<file path="src/rtl/sertx_pkg.sv">
`timescale 1ns/1ps
package sertx_pkg;
  localparam int DATA_W  = 8;
  localparam int STOP_W  = 1;
  localparam int FRAME_W = DATA_W + STOP_W + 1;

  typedef enum logic [1:0] {CH_DATA = 2'd0, CH_IDLE = 2'd1, CH_BREAK = 2'd2} char_kind_e;

  typedef struct packed {
    logic rdy_ie;
    logic done_ie;
    logic rxf_ie;
    logic rxi_ie;
    logic tx_en;
    logic rx_en;
    logic rx_wake;
    logic brk_req;
  } ctl_reg_t;

  // Bit pattern shifted out LSB first for each kind of character.
  function automatic logic [FRAME_W-1:0] frame_bits(char_kind_e k, logic [DATA_W-1:0] d);
    case (k)
      CH_IDLE:  frame_bits = '1;
      CH_BREAK: frame_bits = '0;
      default:  frame_bits = {{STOP_W{1'b1}}, d, 1'b0};
    endcase
  endfunction

  function automatic logic irq_merge(ctl_reg_t c, logic rdy, logic done, logic rxf, logic rxi);
    irq_merge = (c.rdy_ie & rdy) | (c.done_ie & done) | (c.rxf_ie & rxf) | (c.rxi_ie & rxi);
  endfunction
endpackage

</file>
<file path="src/rtl/sertx_shift.sv">
`timescale 1ns/1ps
module sertx_shift
  import sertx_pkg::*;
#(
  parameter int OVS = 16
) (
  input  logic               clk,
  input  logic               rst_n,
  input  logic               tick,
  input  logic               load,
  input  logic [FRAME_W-1:0] frame,
  output logic               busy,
  output logic               txd_bit
);
  localparam int SUB_W = (OVS > 1) ? $clog2(OVS) : 1;
  localparam int BIT_W = $clog2(FRAME_W);

  logic [SUB_W-1:0]   sub;
  logic [BIT_W-1:0]   bitn;
  logic [FRAME_W-1:0] shreg;

  wire bit_end  = busy & tick & (sub == SUB_W'(OVS - 1));
  wire last_bit = (bitn == BIT_W'(FRAME_W - 1));

  always_ff @(posedge clk or negedge rst_n) begin
    if (!rst_n) begin
      busy  <= 1'b0;
      sub   <= '0;
      bitn  <= '0;
      shreg <= '1;
    end else if (load && !busy) begin
      busy  <= 1'b1;
      sub   <= '0;
      bitn  <= '0;
      shreg <= frame;
    end else if (busy && tick) begin
      if (bit_end) begin
        sub   <= '0;
        shreg <= {1'b1, shreg[FRAME_W-1:1]};
        if (last_bit) busy <= 1'b0;
        else          bitn <= bitn + BIT_W'(1);
      end else begin
        sub <= sub + SUB_W'(1);
      end
    end
  end

  assign txd_bit = busy ? shreg[0] : 1'b1;

  a_r3_hold_within_bit: assert property (@(posedge clk) disable iff (!rst_n)
    (busy && !bit_end) |=> $stable(shreg));
  a_r3_bit_index_range: assert property (@(posedge clk) disable iff (!rst_n)
    busy |-> (bitn <= BIT_W'(FRAME_W - 1)));
endmodule

</file>
<file path="src/rtl/sertx_ctl.sv">
`timescale 1ns/1ps
module sertx_ctl
  import sertx_pkg::*;
(
  input  logic               clk,
  input  logic               rst_n,
  input  logic               ctl_wr,
  input  logic [7:0]         ctl_wdata,
  input  logic               dat_wr,
  input  logic [DATA_W-1:0]  dat_wdata,
  input  logic               busy,
  input  logic               rx_full,
  input  logic               rx_idle,
  output ctl_reg_t           ctl,
  output logic               tdre,
  output logic               tc,
  output logic               irq,
  output logic               active,
  output logic               load,
  output logic [FRAME_W-1:0] load_frame
);
  ctl_reg_t          ctl_new;
  logic [DATA_W-1:0] dreg;
  logic              idle_pend, brk_pend, draining;
  char_kind_e        kind;

  assign ctl_new = ctl_reg_t'(ctl_wdata);

  wire te_set      = ctl_wr & ctl_new.tx_en & ~ctl.tx_en;
  wire te_clr      = ctl_wr & ~ctl_new.tx_en & ctl.tx_en;
  wire want        = idle_pend | brk_pend | ~tdre;
  wire outstanding = busy | want;

  assign active = ctl.tx_en | draining;
  assign load   = active & ~busy & want;

  always_comb begin
    if (idle_pend)     kind = CH_IDLE;
    else if (brk_pend) kind = CH_BREAK;
    else               kind = CH_DATA;
  end

  assign load_frame = frame_bits(kind, dreg);

  wire take_idle = load & (kind == CH_IDLE);
  wire take_brk  = load & (kind == CH_BREAK);
  wire take_data = load & (kind == CH_DATA);

  always_ff @(posedge clk or negedge rst_n) begin
    if (!rst_n) begin
      ctl       <= '0;
      dreg      <= '0;
      tdre      <= 1'b1;
      idle_pend <= 1'b0;
      brk_pend  <= 1'b0;
      draining  <= 1'b0;
    end else begin
      if (ctl_wr) ctl <= ctl_new;
      if (dat_wr) dreg <= dat_wdata;
      if (dat_wr)         tdre <= 1'b0;
      else if (take_data) tdre <= 1'b1;
      if (te_set && busy)  idle_pend <= 1'b1;
      else if (take_idle)  idle_pend <= 1'b0;
      if (ctl_wr && ctl_new.brk_req) brk_pend <= 1'b1;
      else if (take_brk)             brk_pend <= 1'b0;
      draining <= outstanding & (te_clr | draining);
    end
  end

  assign tc  = ~outstanding;
  assign irq = irq_merge(ctl, tdre, tc, rx_full, rx_idle);

  a_r4_write_clears_ready: assert property (@(posedge clk) disable iff (!rst_n)
    dat_wr |=> !tdre);
  a_r6_idle_leaves_first: assert property (@(posedge clk) disable iff (!rst_n)
    (idle_pend && load) |=> !idle_pend);
endmodule

</file>
<file path="src/rtl/sertx_core.sv">
`timescale 1ns/1ps
module sertx_core
  import sertx_pkg::*;
#(
  parameter int OVS = 16
) (
  input  logic       clk,
  input  logic       rst_n,
  input  logic       baud_tick,
  input  logic       ctl_wr,
  input  logic [7:0] ctl_wdata,
  output logic [7:0] ctl_rdata,
  input  logic       dat_wr,
  input  logic [7:0] dat_wdata,
  input  logic       loop_en,
  input  logic       rx_src,
  input  logic       wire_dir,
  input  logic       rx_full,
  input  logic       rx_idle,
  output logic       txd,
  output logic       tx_own,
  output logic       tx_oe,
  output logic       rx_own,
  output logic       tdre,
  output logic       tc,
  output logic       irq
);
  ctl_reg_t           ctl;
  logic               busy, active, load;
  logic [FRAME_W-1:0] load_frame;

  sertx_ctl u_ctl (
    .clk(clk), .rst_n(rst_n),
    .ctl_wr(ctl_wr), .ctl_wdata(ctl_wdata),
    .dat_wr(dat_wr), .dat_wdata(dat_wdata),
    .busy(busy), .rx_full(rx_full), .rx_idle(rx_idle),
    .ctl(ctl), .tdre(tdre), .tc(tc), .irq(irq),
    .active(active), .load(load), .load_frame(load_frame)
  );

  sertx_shift #(.OVS(OVS)) u_shift (
    .clk(clk), .rst_n(rst_n), .tick(baud_tick),
    .load(load), .frame(load_frame),
    .busy(busy), .txd_bit(txd)
  );

  wire pin_released = loop_en & ~rx_src;
  wire single_wire  = loop_en & rx_src;

  assign ctl_rdata = ctl;
  assign tx_own    = active & ~pin_released;
  assign tx_oe     = tx_own & (single_wire ? wire_dir : 1'b1);
  assign rx_own    = ctl.rx_en;

  a_r7_pin_kept_while_shifting: assert property (@(posedge clk) disable iff (!rst_n)
    (busy && !loop_en) |-> tx_own);
  a_r5_no_start_when_off: assert property (@(posedge clk) disable iff (!rst_n)
    (!active && !busy) |=> !busy);
  a_r4_done_line_high: assert property (@(posedge clk) disable iff (!rst_n)
    tc |-> txd);
endmodule

</file>
<file path="config.mk">
export PLATFORM = sky130hd
export DESIGN_NAME = sertx_core
export DESIGN_NICKNAME = d
export VERILOG_FILES = /design/src/rtl/sertx_pkg.sv /design/src/rtl/sertx_shift.sv /design/src/rtl/sertx_ctl.sv /design/src/rtl/sertx_core.sv
export SDC_FILE = /design/constraint.sdc
export NUM_CORES = 1
export LEC_CHECK = 0
export BUFFER_PORTS_ARGS = -buffer_cell sky130_fd_sc_hd__buf_2
export CORE_ASPECT_RATIO = 1.2
export CORE_UTILIZATION = 53
export CTS_CLUSTER_DIAMETER = 120
export CTS_CLUSTER_SIZE = 25
export DETAILED_ROUTE_END_ITERATION = 6
export GPL_TIMING_DRIVEN = 0
export PLACE_DENSITY_LB_ADDON = 0.2
export SYNTH_ARGS = -nofsm -noshare
export SYNTH_HDL_FRONTEND = slang
export SYNTH_SLANG_ARGS = --single-unit
</file>
<file path="constraint.sdc">
create_clock -name clk -period 1.7 [get_ports clk]
set_input_delay 0.51 -clock clk [delete_from_list [all_inputs] [get_ports clk]]
set_output_delay 0.51 -clock clk [all_outputs]
set_load 0.02 [all_outputs]
</file>
# Yosys cells after proc, flatten, opt, wreduce, memory -nomap -nowiden
# Cells that the tools add are included.
dict set report classes {
  add_sub_neg 2
  n_eq_ne 5
  mux 25
  bitwise_logic 35
  n_reduce_logical 15
}
# op n
set ops {}
lappend ops {{10-bit two-way mux} 3}
lappend ops {{4-bit two-way mux} 7}
lappend ops {{1-bit AND} 20}
lappend ops {{10-bit one-hot mux with 2 select lines} 1}
lappend ops {{1-bit two-way mux} 12}
lappend ops {{2-bit nonzero test} 6}
lappend ops {{4-bit by 1-bit adder with 4-bit output (second input constant)} 2}
lappend ops {{4-bit == test (second input constant)} 2}
lappend ops {{1-bit OR} 8}
lappend ops {{1-bit inverter} 7}
lappend ops {{3-bit AND reduction} 2}
lappend ops {{1-bit logical AND} 4}
lappend ops {{2-bit two-way mux} 2}
lappend ops {{2-bit by 1-bit == test with 1-bit output (second input constant)} 1}
lappend ops {{2-bit == test (second input constant)} 1}
lappend ops {{2-bit logical NOT} 1}
lappend ops {{2-bit inequality test (second input constant)} 1}
lappend ops {{2-bit AND reduction} 1}
lappend ops {{1-bit logical NOT} 1}
dict set report totals {
  register_bits 39
  in_bits 26
  output_inout_bits 15
  wordCells 99
}

# Depth between registers and ports, before layout
# Gate-level depths: netlist (run 1).
dict set report depth {
  word_depth 8
  depth_mapped 6
  mapped_depth_nobuf 5
}

# Modules after synthesis
# From an unflattened synthesis (run 1), not the netlist that was laid out.
dict set report hier_totals {
  hier_cells 153
  area_unflattened_um2 1958.1
}
# mod instances cells_each area_per_inst_um2 seq_area_each_um2
set by_module_without_submodules {}
lappend by_module_without_submodules {sertx_shift 1 80 1022.2 488.0}
lappend by_module_without_submodules {sertx_ctl 1 68 905.9 501.7}
lappend by_module_without_submodules {sertx_core 1 5 30.0 0.0}

# Worst setup path after synthesis (run 1)
# Ideal clock, no wire load.
dict set report synth_path {
  kind {reg2out}
  from {register u_ctl.tdre}
  to {output irq}
  t_arrival_ps 1602
  required_ps 1190
  setup_slack_ps -412
  stages_incl_launch_ff 5
  path_buffers 0
  path_cell_list {dfstp_2 -> nand2b_1 -> nor3_1 -> nand2_1 -> nand2_1}
}
dict set report synth_between {
  elab_chain_len 8
  word_cells_on_any_way 9
  classes_between {bitwise (9)}
}
# element line
set synth_rtl {}
lappend synth_rtl {{start: declaration} sertx_ctl.sv:15} ;# output logic tdre,
lappend synth_rtl {{start signal: assignment} sertx_ctl.sv:53} ;# tdre <= 1'b1;
lappend synth_rtl {{start signal: assignment} sertx_ctl.sv:60} ;# if (dat_wr) tdre <= 1'b0;
lappend synth_rtl {{start signal: assignment} sertx_ctl.sv:61} ;# else if (take_data) tdre <= 1'b1;
lappend synth_rtl {{1-bit inverter} sertx_ctl.sv:31} ;# wire want = idle_pend | brk_pend | ~tdre;
lappend synth_rtl {{1-bit OR} sertx_ctl.sv:31}
lappend synth_rtl {{1-bit OR} sertx_ctl.sv:32} ;# wire outstanding = busy | want;
lappend synth_rtl {{1-bit inverter} sertx_ctl.sv:70} ;# assign tc = ~outstanding;
lappend synth_rtl {{named net tc} sertx_core.sv:25} ;# output logic tc,
lappend synth_rtl {{1-bit AND} sertx_pkg.sv:30} ;# irq_merge = (c.rdy_ie & rdy) | (c.done_ie & done) | (c.rxf_ie & rxf) | (c.rxi_ie & rxi);
lappend synth_rtl {{1-bit OR (3 in series)} sertx_pkg.sv:30}
lappend synth_rtl {{end: declaration} sertx_core.sv:26} ;# output logic irq
# The timed path passes the listed nets, and every way through them passes these cells.

# Final worst setup path (run 1)
dict set report layout_path {
  from {register u_ctl.tdre}
  to {output irq}
}
dict set report layout_between {
  elab_chain_len 8
  word_cells_on_any_way 9
  classes_between {bitwise (9)}
}
# element line
set layout_rtl {}
lappend layout_rtl {{1-bit inverter} sertx_ctl.sv:31}
lappend layout_rtl {{1-bit OR} sertx_ctl.sv:31}
lappend layout_rtl {{1-bit OR} sertx_ctl.sv:32}
lappend layout_rtl {{1-bit inverter} sertx_ctl.sv:70}
lappend layout_rtl {{1-bit AND} sertx_pkg.sv:30}
lappend layout_rtl {{1-bit OR (*) (3 in series)} sertx_pkg.sv:30}
# Every way passes the cells marked *; elsewhere a longest branch is shown, timed or not.

==> impl_metrics.json, run 1 <==
{
  "gr-usage-all-layers_pct": 22.5,
  "whs_ns": 0.325,
  "hold_buffers": 0,
  "worstPathArrival_ns": 1.40,
  "yosys.cell_count.top_type": "dfrtp_1",
  "syn_area_um2": 1840,
  "nFillCells": 269,
  "place_area_um2": 2100,
  "slew_headroom_pct": 43.4,
  "worstPathRequired_ns": 1.19,
  "max-clock-path-buffers": 2,
  "cp-end-kind": "output port",
  "drc": 0,
  "synth_edf_count": 0,
  "critical_path.max_fanout": 3,
  "row_count": 23,
  "firstDrtPassIters": 4,
  "violations": "negative setup slack",
  "post_drt_wl_per_cell_um": 15.0,
  "ys_seq_area_share_pct": 53.8,
  "ctsRootBufferMaster": "clkbuf_8",
  "cts_tree": "yes",
  "drt_iter0_drc": 23,
  "grt_max_degree": 40,
  "gr-total-overflow": 0,
  "syn_inst": 159,
  "place_inst": 235,
  "skew_ns": 0.00646,
  "synth_nets": 188,
  "drt_wl_total_um": 3690,
  "finalMaxSlewViolations": 0,
  "synth_common_cells": "dfrtp_1, nor2_1, nand2_1, mux2_2, dfstp_2",
  "synth_area_leader_cell": "dfrtp_1",
  "ant_nets": 0,
  "hold_class": "primary input to async pin",
  "yosysTopAreaCellShare_pct": 38.1,
  "status": "finished, violations left",
  "port_buffers": 39,
  "numClockSinks": 39,
  "rsz0062_at_grt": "yes",
  "synthDistinctLibCells": 39,
  "cp_cell_sequence": "a222oi_1 > nand2_2 > buf_6",
  "async_flop_share_pct": 100,
  "place_hpwl_um": 2730,
  "nets": 237,
  "die_h_um": 66.5,
  "finalCriticalPeriod_ns": 1.91,
  "period_share_pct": 112,
  "synthFlopType": "dfrtp_1",
  "path_clk_slew_ns": 0.08,
  "worstSetupPathType": "flip-flop to output port",
  "irDropWorstVdd_mv": 0.886,
  "synth.ff_latch_count": 39,
  "critical_path.max_stage_delay_ns": 0.45,
  "max_freq_ghz": 0.525,
  "synth.area.top_cells": "dfrtp_1, dfstp_2, mux2_2",
  "finalWorstSetupSlack_ns": -0.206,
  "antenna_found_initial": 0,
  "grt_pass1_wl_um": 6330,
  "setup_viol": 2,
  "htree_levels": 2,
  "insertedDiodeCount": 0,
  "yosys_warnings": 0,
  "crit_family": "compound AO/OA/AOI/OAI gates",
  "slowest_stage": "a222oi_1",
  "crit_buf_inv": 1,
  "die_w_um": 55.8,
  "worstMarginPinSlew_ns": 0.850,
  "core_um2": 3340,
  "start_util_pct": 55.1,
  "io_pins": 41,
  "area_delta_synth_final_pct": 22.5,
  "design_area_um2": 2250,
  "place_congestion": 0.716,
  "avgViaCountPerCell": 5.50,
  "worstSetupPathDepth": 3,
  "vias": 1352,
  "maxCapViolCount": 0,
  "numCtsBuffers": 5,
  "finalHoldViolCount": 0,
  "drive_gt1_share_pct": 47.4,
  "grt_pass1_vias": 1441,
  "fin_cells": 246,
  "worst_skew_pair.late_latency_ns": 0.29,
  "r2r.worst_path.cells": 5,
  "leakagePower_nw": 1.04,
  "start_kind": "flip-flop",
  "syn_avg_cell_area_um2": 11.6,
  "power_density_nw_per_um2": 1220,
  "die-area_um2": 3710
}
## state kept, by name, indices dropped and copies added, names as in the netlist
| name | cells |
|---|---|
| u_shift.shreg | 10 |
| u_ctl.ctl | 8 |
| u_ctl.dreg | 8 |
| u_shift.bitn | 4 |
| u_shift.sub | 4 |
| u_ctl.brk_pend | 1 |
| u_ctl.draining | 1 |
| u_ctl.idle_pend | 1 |
| u_ctl.tdre | 1 |
| u_shift.busy | 1 |
## worst paths after layout
kind                                start  slack, ns               end
max                            u_ctl.tdre      -0.21               irq
max reg2reg                    u_ctl.tdre       0.21  u_shift.shreg[5]
min in group clk             dat_wdata[6]       0.44     u_ctl.dreg[6]
min reg2reg                u_ctl.brk_pend       0.47  u_shift.shreg[9]
max in group asynchronous           rst_n       0.80      u_shift.busy
min                                 rst_n       0.32    u_shift.sub[1]
## final cells by class
class	instances	area, um2	area share, %
sequential	39	992	44.1
multi-input combinational	108	820	36.4
timing repair buffer	43	244	10.8
clock buffer	5	68.8	3.06
tap	37	46.3	2.06
buffer	5	33.8	1.50
clock inverter	3	25.0	1.11
inverter	6	22.5	1.00
## routing by layer
layer | routed length (um) | track usage [%] | vias up
met5 | 0 | 0 | -
met4 | 100 | 11.9 | 0
met3 | 115 | 3.88 | 11
met2 | 1980 | 42.0 | 29
met1 | 1500 | 24.4 | 657
li1 | - | - | 655
## stage by stage
stage | setup TNS [ns] | total power (W) | utilization [%] | setup WS (ns)
2_1_floorplan | -0.0700 | 0.00191 | - | -0.0700
3_3_place_gp | -0.149 | 0.00207 | 62.9 | -0.125
3_5_place_dp | -0.154 | 0.00213 | 62.9 | -0.138
4_1_cts | -0.344 | 0.00278 | 67.1 | -0.200
5_1_grt | -0.415 | 0.00291 | 67.5 | -0.247
6_report | -0.339 | 0.00275 | 67.5 | -0.206
## cells in the final DEF, fill, tap and decap left out, types with 2 or more instances in the layout
cell	count
dfrtp_1	26
nor2_4	2
nor3_1	2
a21oi_1	6
nand3_1	2
o21ai_1	5
dfrtp_2	2
inv_1	6
mux2_2	14
nand2_1	15
o21ai_0	7
buf_2	36
a2bb2oi_2	5
a221o_1	4
nor2_1	16
buf_4	6
mux2i_1	3
clkbuf_8	5
buf_6	4
clkinv_4	2
clkbuf_1	2
xor2_1	2
xnor2_1	2
ha_1	3
dfstp_2	11
## worst register-to-register path: cells and delay by family, from the launching register on
| kind | cells | cell delay [ns] |
|---|---|---|
| simple gates | 2 | 0.28 |
| buf+inv | 1 | 0.14 |
| compound gates | 2 | 0.43 |
| flops | 1 | 0.59 |
## power by group
group          internal [W]  switching, W
combinational      0.000354      0.000346
sequential          0.00123      0.000182
clock              0.000293      0.000343
total               0.00188      0.000872
## logic make-up (layout without fill, tap and decap cells)
| kind of cell | Yosys count | after routing | share of synthesized area (%) |
|---|---|---|---|
| flops | 39 | 39 | 53.8 |
| simple gates | 49 | 49 | 13.3 |
| mux | 17 | 17 | 10.2 |
| xor+xnor | 4 | 4 | 1.91 |
| compound gates | 35 | 35 | 15.6 |
| buf+inv | 12 | 62 | 3.13 |
| fa+ha+maj | 3 | 3 | 2.04 |
## repair_timing
item                                    in CTS  in global routing
resized for setup                            7                  4
endpoints found under the setup margin       5                  5
endpoints found under the hold margin        0                  0
buffers inserted                             4                  0
pin swaps                                    2                  2
(Power assumes the default switching activity.)
==> inputs of run 2 (changes only) <==
--- a/config.mk
+++ b/config.mk
@@ -13,6 +13,7 @@
 export DETAILED_ROUTE_END_ITERATION = 6
 export GPL_TIMING_DRIVEN = 0
 export PLACE_DENSITY_LB_ADDON = 0.2
+export SETUP_SLACK_MARGIN = 0.02
 export SYNTH_ARGS = -nofsm -noshare
 export SYNTH_HDL_FRONTEND = slang
 export SYNTH_SLANG_ARGS = --single-unit
==> impl_metrics.json, run 2 (synthesized netlist as in run 1, its figures left out) <==
{
  "die_w_um": 55.8,
  "worstMarginPinSlew_ns": 0.850,
  "gr-usage-all-layers_pct": 22.8,
  "irDropWorstVdd_mv": 0.955,
  "cp_cell_sequence": "a222oi_1 > nand2_2 > buf_6",
  "p_seq_share_pct": 51.1,
  "io_pins": 41,
  "critical_path.max_fanout": 3,
  "top_regs": "u_shift.shreg: 10 flops, u_ctl.ctl: 8 flops, u_ctl.dreg: 8 flops",
  "avgViaCountPerCell": 5.49,
  "post_drt_wl_per_cell_um": 15.0,
  "die_h_um": 66.5,
  "start_util_pct": 55.1,
  "cp-end-kind": "output port",
  "leakagePower_nw": 1.04,
  "antenna_found_initial": 0,
  "finalMaxSlewViolations": 0,
  "design_area_um2": 2260,
  "rsz0062_at_grt": "yes",
  "use_met2_pct": 42.9,
  "p_comb_share_pct": 25.9,
  "vias": 1350,
  "core_um2": 3340,
  "post-place-ws_ns": -0.138,
  "path_clk_slew_ns": 0.08,
  "gr-total-overflow": 0,
  "row_count": 23,
  "p_clk_share_pct": 23.0,
  "drt_wl_total_um": 3690,
  "htree_levels": 2,
  "ant_nets": 0,
  "place_hpwl_um": 2730,
  "drc": 0,
  "worstPathArrival_ns": 1.40,
  "worstPathRequired_ns": 1.19,
  "drive_gt1_share_pct": 47.4,
  "postLayoutCoreUtil_pct": 67.7,
  "numClockSinks": 39,
  "max_freq_ghz": 0.525,
  "place_area_um2": 2100,
  "max-clock-path-buffers": 2,
  "slew_headroom_pct": 43.3,
  "grt_busiest_layer": "met2",
  "skew_ns": 0.00646,
  "place_congestion": 0.716,
  "area_delta_synth_final_pct": 22.9,
  "grt_pass1_wl_um": 6380,
  "intPower_w": 0.00189,
  "maxCapViolCount": 0,
  "grt_max_degree": 40,
  "p_sw_share_pct": 31.6,
  "cts_tree": "yes",
  "p_sw_w": 0.000874,
  "firstDrtPassIters": 4,
  "start_kind": "flip-flop",
  "numCtsBuffers": 5,
  "die-area_um2": 3710,
  "nets": 237,
  "status": "finished, violations left",
  "fin_cells": 246,
  "r2r.worst_path.cells": 5,
  "finalCriticalPeriod_ns": 1.91,
  "use_met3_pct": 3.88,
  "final_cell_mix": "buf_2, dfrtp_1, nor2_1",
  "hold_class": "primary input to async pin",
  "met1_usage_pct": 24.4,
  "power_density_nw_per_um2": 1220,
  "port_buffers": 39,
  "violations": "negative setup slack",
  "setup_viol": 2,
  "period_share_pct": 112,
  "slowest_stage": "a222oi_1",
  "finalWorstSetupSlack_ns": -0.206,
  "grt_pass1_vias": 1445,
  "layout_commonest_cell": "buf_2",
  "nFillCells": 267,
  "ctsRootBufferMaster": "clkbuf_8",
  "finalHoldViolCount": 0,
  "worstSetupPathType": "flip-flop to output port",
  "worst_skew_pair.late_latency_ns": 0.29,
  "largest_reg_flops": 10,
  "insertedDiodeCount": 0,
  "top_register": "u_shift.shreg",
  "critical_path.max_stage_delay_ns": 0.45,
  "drt_iter0_drc": 29,
  "hold_buffers": 0,
  "place_inst": 235
}
run 2: cell counts in the layout (fill, tap and decap cells not counted):
No cell type changed its count.
run 2: cell type report:
type	instances	area (um2)	share of cell area, %
buffer	5	33.8	1.50
timing repair buffer	43	250	11.1
clock buffer	5	68.8	3.05
sequential	39	992	43.9
tap	37	46.3	2.05
inverter	6	22.5	0.997
clock inverter	3	25.0	1.11
multi-input combinational	108	820	36.3
run 2: metrics by stage:
stage	power [W]	hold WS, ns	TNS (ns)
floorplan	0.00191	0.214	-0.0700
global placement	0.00207	0.445	-0.149
detailed placement	0.00213	0.455	-0.154
CTS	0.00278	0.345	-0.344
global route	0.00292	0.397	-0.415
finish	0.00276	0.325	-0.334
run 2: what timing repair did:
action | CTS | global route
hold endpoints to repair | 0 | 0
buffers inserted | 4 | 0
pin swaps | 2 | 2
endpoints found under the setup margin | 5 | 6
gates resized for setup | 8 | 5
run 2: critical path, delay by kind of cell (launching register included):
kind | cells | cell delay (ns)
DFF | 1 | 0.40
AOI/OAI and AO/OA | 1 | 0.45
and+or+nand+nor | 1 | 0.11
buffers and inverters | 1 | 0.14
run 2: worst paths after layout:
path | start | to | slack [ns]
setup / recovery | u_ctl.tdre | irq | -0.21
hold / removal | rst_n | u_shift.sub[1] | 0.32
setup reg to reg | u_ctl.tdre | u_shift.shreg[5] | 0.21
hold reg to reg | u_ctl.brk_pend | u_shift.shreg[9] | 0.47
max in group asynchronous | rst_n | u_shift.busy | 0.80
min in group clk | dat_wdata[6] | u_ctl.dreg[6] | 0.44
run 2: power by group through the flow:
stage	sequential, W	clock, W	combinational (W)
2_1_floorplan	0.00140	0	0.000508
3_3_place_gp	0.00141	0	0.000662
3_5_place_dp	0.00142	0	0.000705
4_1_cts	0.00141	0.000653	0.000713
5_1_grt	0.00144	0.000681	0.000798
6_report	0.00141	0.000636	0.000715
run 2: layer usage:
layer	vias up	part of all wire, %
met5	-	0
met4	0	2.7
met3	11	3.0
met2	29	54
met1	655	41
li1	655	-
==> inputs of run 3 (changes only) <==
--- a/config.mk
+++ b/config.mk
@@ -7,7 +7,7 @@
 export LEC_CHECK = 0
 export BUFFER_PORTS_ARGS = -buffer_cell sky130_fd_sc_hd__buf_2
 export CORE_ASPECT_RATIO = 1.2
-export CORE_UTILIZATION = 53
+export CORE_UTILIZATION = 54
 export CTS_CLUSTER_DIAMETER = 120
 export CTS_CLUSTER_SIZE = 25
 export DETAILED_ROUTE_END_ITERATION = 6
@@ -16,4 +16,5 @@
 export SETUP_SLACK_MARGIN = 0.02
 export SYNTH_ARGS = -nofsm -noshare
 export SYNTH_HDL_FRONTEND = slang
+export SYNTH_HIERARCHICAL = 1
 export SYNTH_SLANG_ARGS = --single-unit
==> constraint.sdc (replaced) <==
create_clock -name clk -period 1.9 [get_ports clk]
set_input_delay 0.57 -clock clk [delete_from_list [all_inputs] [get_ports clk]]
set_output_delay 0.57 -clock clk [all_outputs]
set_load 0.02 [all_outputs]
==> impl_metrics.json, run 3 <==
{
  "drt_wl_total_um": 3990,
  "rsz0062_at_grt": "yes",
  "async_flop_share_pct": 100,
  "firstDrtPassIters": 6,
  "synth.area.top_cells": "dfrtp_1, mux2_2, dfstp_2",
  "irDropWorstVdd_mv": 0.644,
  "ctsRootBufferMaster": "clkbuf_8",
  "postLayoutCoreUtil_pct": 73.2,
  "die_w_um": 57.0,
  "synth_common_cells": "dfrtp_1, mux2_2, dfstp_2, a21o_1, nand2_1",
  "avgViaCountPerCell": 5.58,
  "hold_class": "primary input to async pin",
  "finalCriticalPeriod_ns": 1.95,
  "intPower_w": 0.00183,
  "cp_cell_sequence": "nor4b_4 > a221o_1 > buf_6",
  "setup-tns-final_ns": -0.0493,
  "final_cell_mix": "buf_2, mux2_2, dfrtp_1",
  "nets": 242,
  "ys_seq_area_share_pct": 50.5,
  "cts_tree": "yes",
  "place_area_um2": 2200,
  "grt_max_degree": 40,
  "start_util_pct": 57.7,
  "synthFlopType": "dfrtp_1",
  "p_total_w": 0.00258,
  "worstPathArrival_ns": 1.38,
  "numCtsBuffers": 5,
  "worstPathRequired_ns": 1.33,
  "status": "finished, violations left",
  "power_density_nw_per_um2": 1040,
  "synth.ff_latch_count": 39,
  "max-clock-path-buffers": 2,
  "synth_nets": 182,
  "max_freq_ghz": 0.513,
  "design_area_um2": 2490,
  "drc": 10,
  "top_register": "u_shift/shreg",
  "row_count": 23,
  "leakagePower_nw": 1.22,
  "slew_headroom_pct": 45.5,
  "worstSetupPathType": "flip-flop to output port",
  "drt_iter0_drc": 36,
  "synth_area_leader_cell": "dfrtp_1",
  "period_share_pct": 103,
  "maxCapViolCount": 0,
  "gr-usage-all-layers_pct": 22.6,
  "worst_skew_pair.late_latency_ns": 0.30,
  "ant_nets": 0,
  "synth_edf_count": 0,
  "top_regs": "u_shift/shreg: 10 flops, u_ctl/ctl: 8 flops, u_ctl/dreg: 8 flops",
  "die-area_um2": 3870,
  "core_um2": 3400,
  "syn_avg_cell_area_um2": 12.8,
  "io_pins": 41,
  "start_kind": "flip-flop",
  "yosys_warnings": 6,
  "p_comb_share_pct": 27.4,
  "syn_area_um2": 1960,
  "finalMaxSlewViolations": 0,
  "critical_path.max_stage_delay_ns": 0.56,
  "worstMarginPinSlew_ns": 0.818,
  "drive_gt1_share_pct": 58.4,
  "p_seq_share_pct": 44.9,
  "grt_pass1_vias": 1450,
  "synthDistinctLibCells": 36,
  "violations": "design-rule violations, negative setup slack",
  "yosysTopAreaCellShare_pct": 35.8,
  "slowest_stage": "dfstp_2",
  "cp-end-kind": "output port",
  "numClockSinks": 39,
  "worstSetupPathDepth": 3,
  "place_hpwl_um": 2620,
  "htree_levels": 2,
  "syn_inst": 153,
  "area_delta_synth_final_pct": 27.0,
  "vias": 1400,
  "setup_viol": 1,
  "port_buffers": 39,
  "r2r.worst_path.cells": 6,
  "finalWorstSetupSlack_ns": -0.0493,
  "post_drt_wl_per_cell_um": 15.9,
  "largest_reg_flops": 10,
  "die_h_um": 68.0,
  "gr-total-overflow": 0,
  "p_sw_share_pct": 28.9,
  "antenna_found_initial": 0,
  "critical_path.max_fanout": 4,
  "insertedDiodeCount": 0,
  "p_clk_share_pct": 27.6,
  "path_clk_slew_ns": 0.08,
  "finalHoldViolCount": 0,
  "p_sw_w": 0.000746,
  "grt_pass1_wl_um": 6500,
  "skew_ns": 0.00976,
  "place_congestion": 0.787,
  "crit_family": "flip-flops",
  "crit_buf_inv": 1,
  "layout_commonest_cell": "buf_2"
}
## run 3: changes by cell type in the layout (fill, tap and decap cells not counted), moves of 4 or more
cell and change:
a21o_1 +8, a2bb2oi_2 -5, buf_2 +4, buf_4 +7, mux2_2 +14, mux2_4 +7
nand2_1 -7, nand2b_1 +4, nor2_1 -13, o21ai_0 -6, o21ai_1 -5
## run 3: cell type report
cell class / count / area [um2]
Buffer: 8 / 60.1
Clock buffer: 6 / 82.6
Clock inverter: 2 / 35.0
Fill cell: 224 / 910
Inverter: 5 / 18.8
Multi-Input combinational cell: 101 / 930
Sequential cell: 39 / 993
Tap cell: 37 / 46.3
Timing Repair Buffer: 53 / 320
## run 3: per-layer routing
layer	vias up	global-route usage (%)	routed length, um
met1	685	24.7	1640
met5	-	0	0
li1	675	-	-
met3	7	5.10	152
met2	33	42.9	2140
met4	0	8.23	58
## run 3: worst paths after layout
| kind | from | to | slack, ns |
|---|---|---|---|
| worst min-delay path | rst_n | u_ctl/dreg[7] | 0.36 |
| max in group asynchronous | rst_n | u_shift/busy | 0.96 |
| worst min register to register | u_shift/bitn[3] | u_shift/bitn[3] | 0.50 |
| worst max-delay path | u_ctl/tdre | irq | -0.05 |
| min in group clk | u_shift/bitn[3] | u_shift/bitn[3] | 0.50 |
| worst max register to register | u_shift/busy | u_shift/shreg[1] | 0.09 |
## run 3: timing repair
item                                    CTS  global route
hold buffers                              0             0
endpoints found under the setup margin   17            15
resized for setup                         8            15
pin swaps                                 0             0
buffers inserted                          8             4
gates cloned                              0             2
## run 3: kinds of logic after synthesis
logic type,share of synthesized area (%)
AO/OA/AOI/OAI,10.4
XOR/XNOR,0.895
flip-flops,50.5
adder cells (fa/ha/maj),1.92
AND/OR/NAND/NOR,8.43
buffers and inverters,3.77
multiplexers,24.0
## run 3: power by group through the flow
stage | Clock (W) | Sequential (W) | Combinational (W)
after floorplan | 0 | 0.00115 | 0.000453
after global placement | 0 | 0.00115 | 0.000585
after detailed placement | 0 | 0.00117 | 0.000617
after CTS | 0.000725 | 0.00115 | 0.000655
after global routing | 0.000761 | 0.00118 | 0.000803
final | 0.000712 | 0.00116 | 0.000707
## run 3: worst reg2reg max path: cells and delay by family, from the launching register on
| family | cells | cell delay [ns] |
|---|---|---|
| flops | 1 | 0.46 |
| compound gates | 2 | 0.33 |
| simple gates | 1 | 0.19 |
| mux | 2 | 0.58 |
| buf+inv | 1 | 0.16 |
## run 3: through the flow
stage | worst slack (ns) | hold WS, ns | cells
floorplan | 0.00936 | 0.274 | 153
global placement | -0.220 | 0.464 | 229
detailed placement | -0.258 | 0.491 | 229
CTS | -0.0546 | 0.404 | 245
global route | -0.133 | 0.434 | 251
finish | -0.0493 | 0.361 | 251
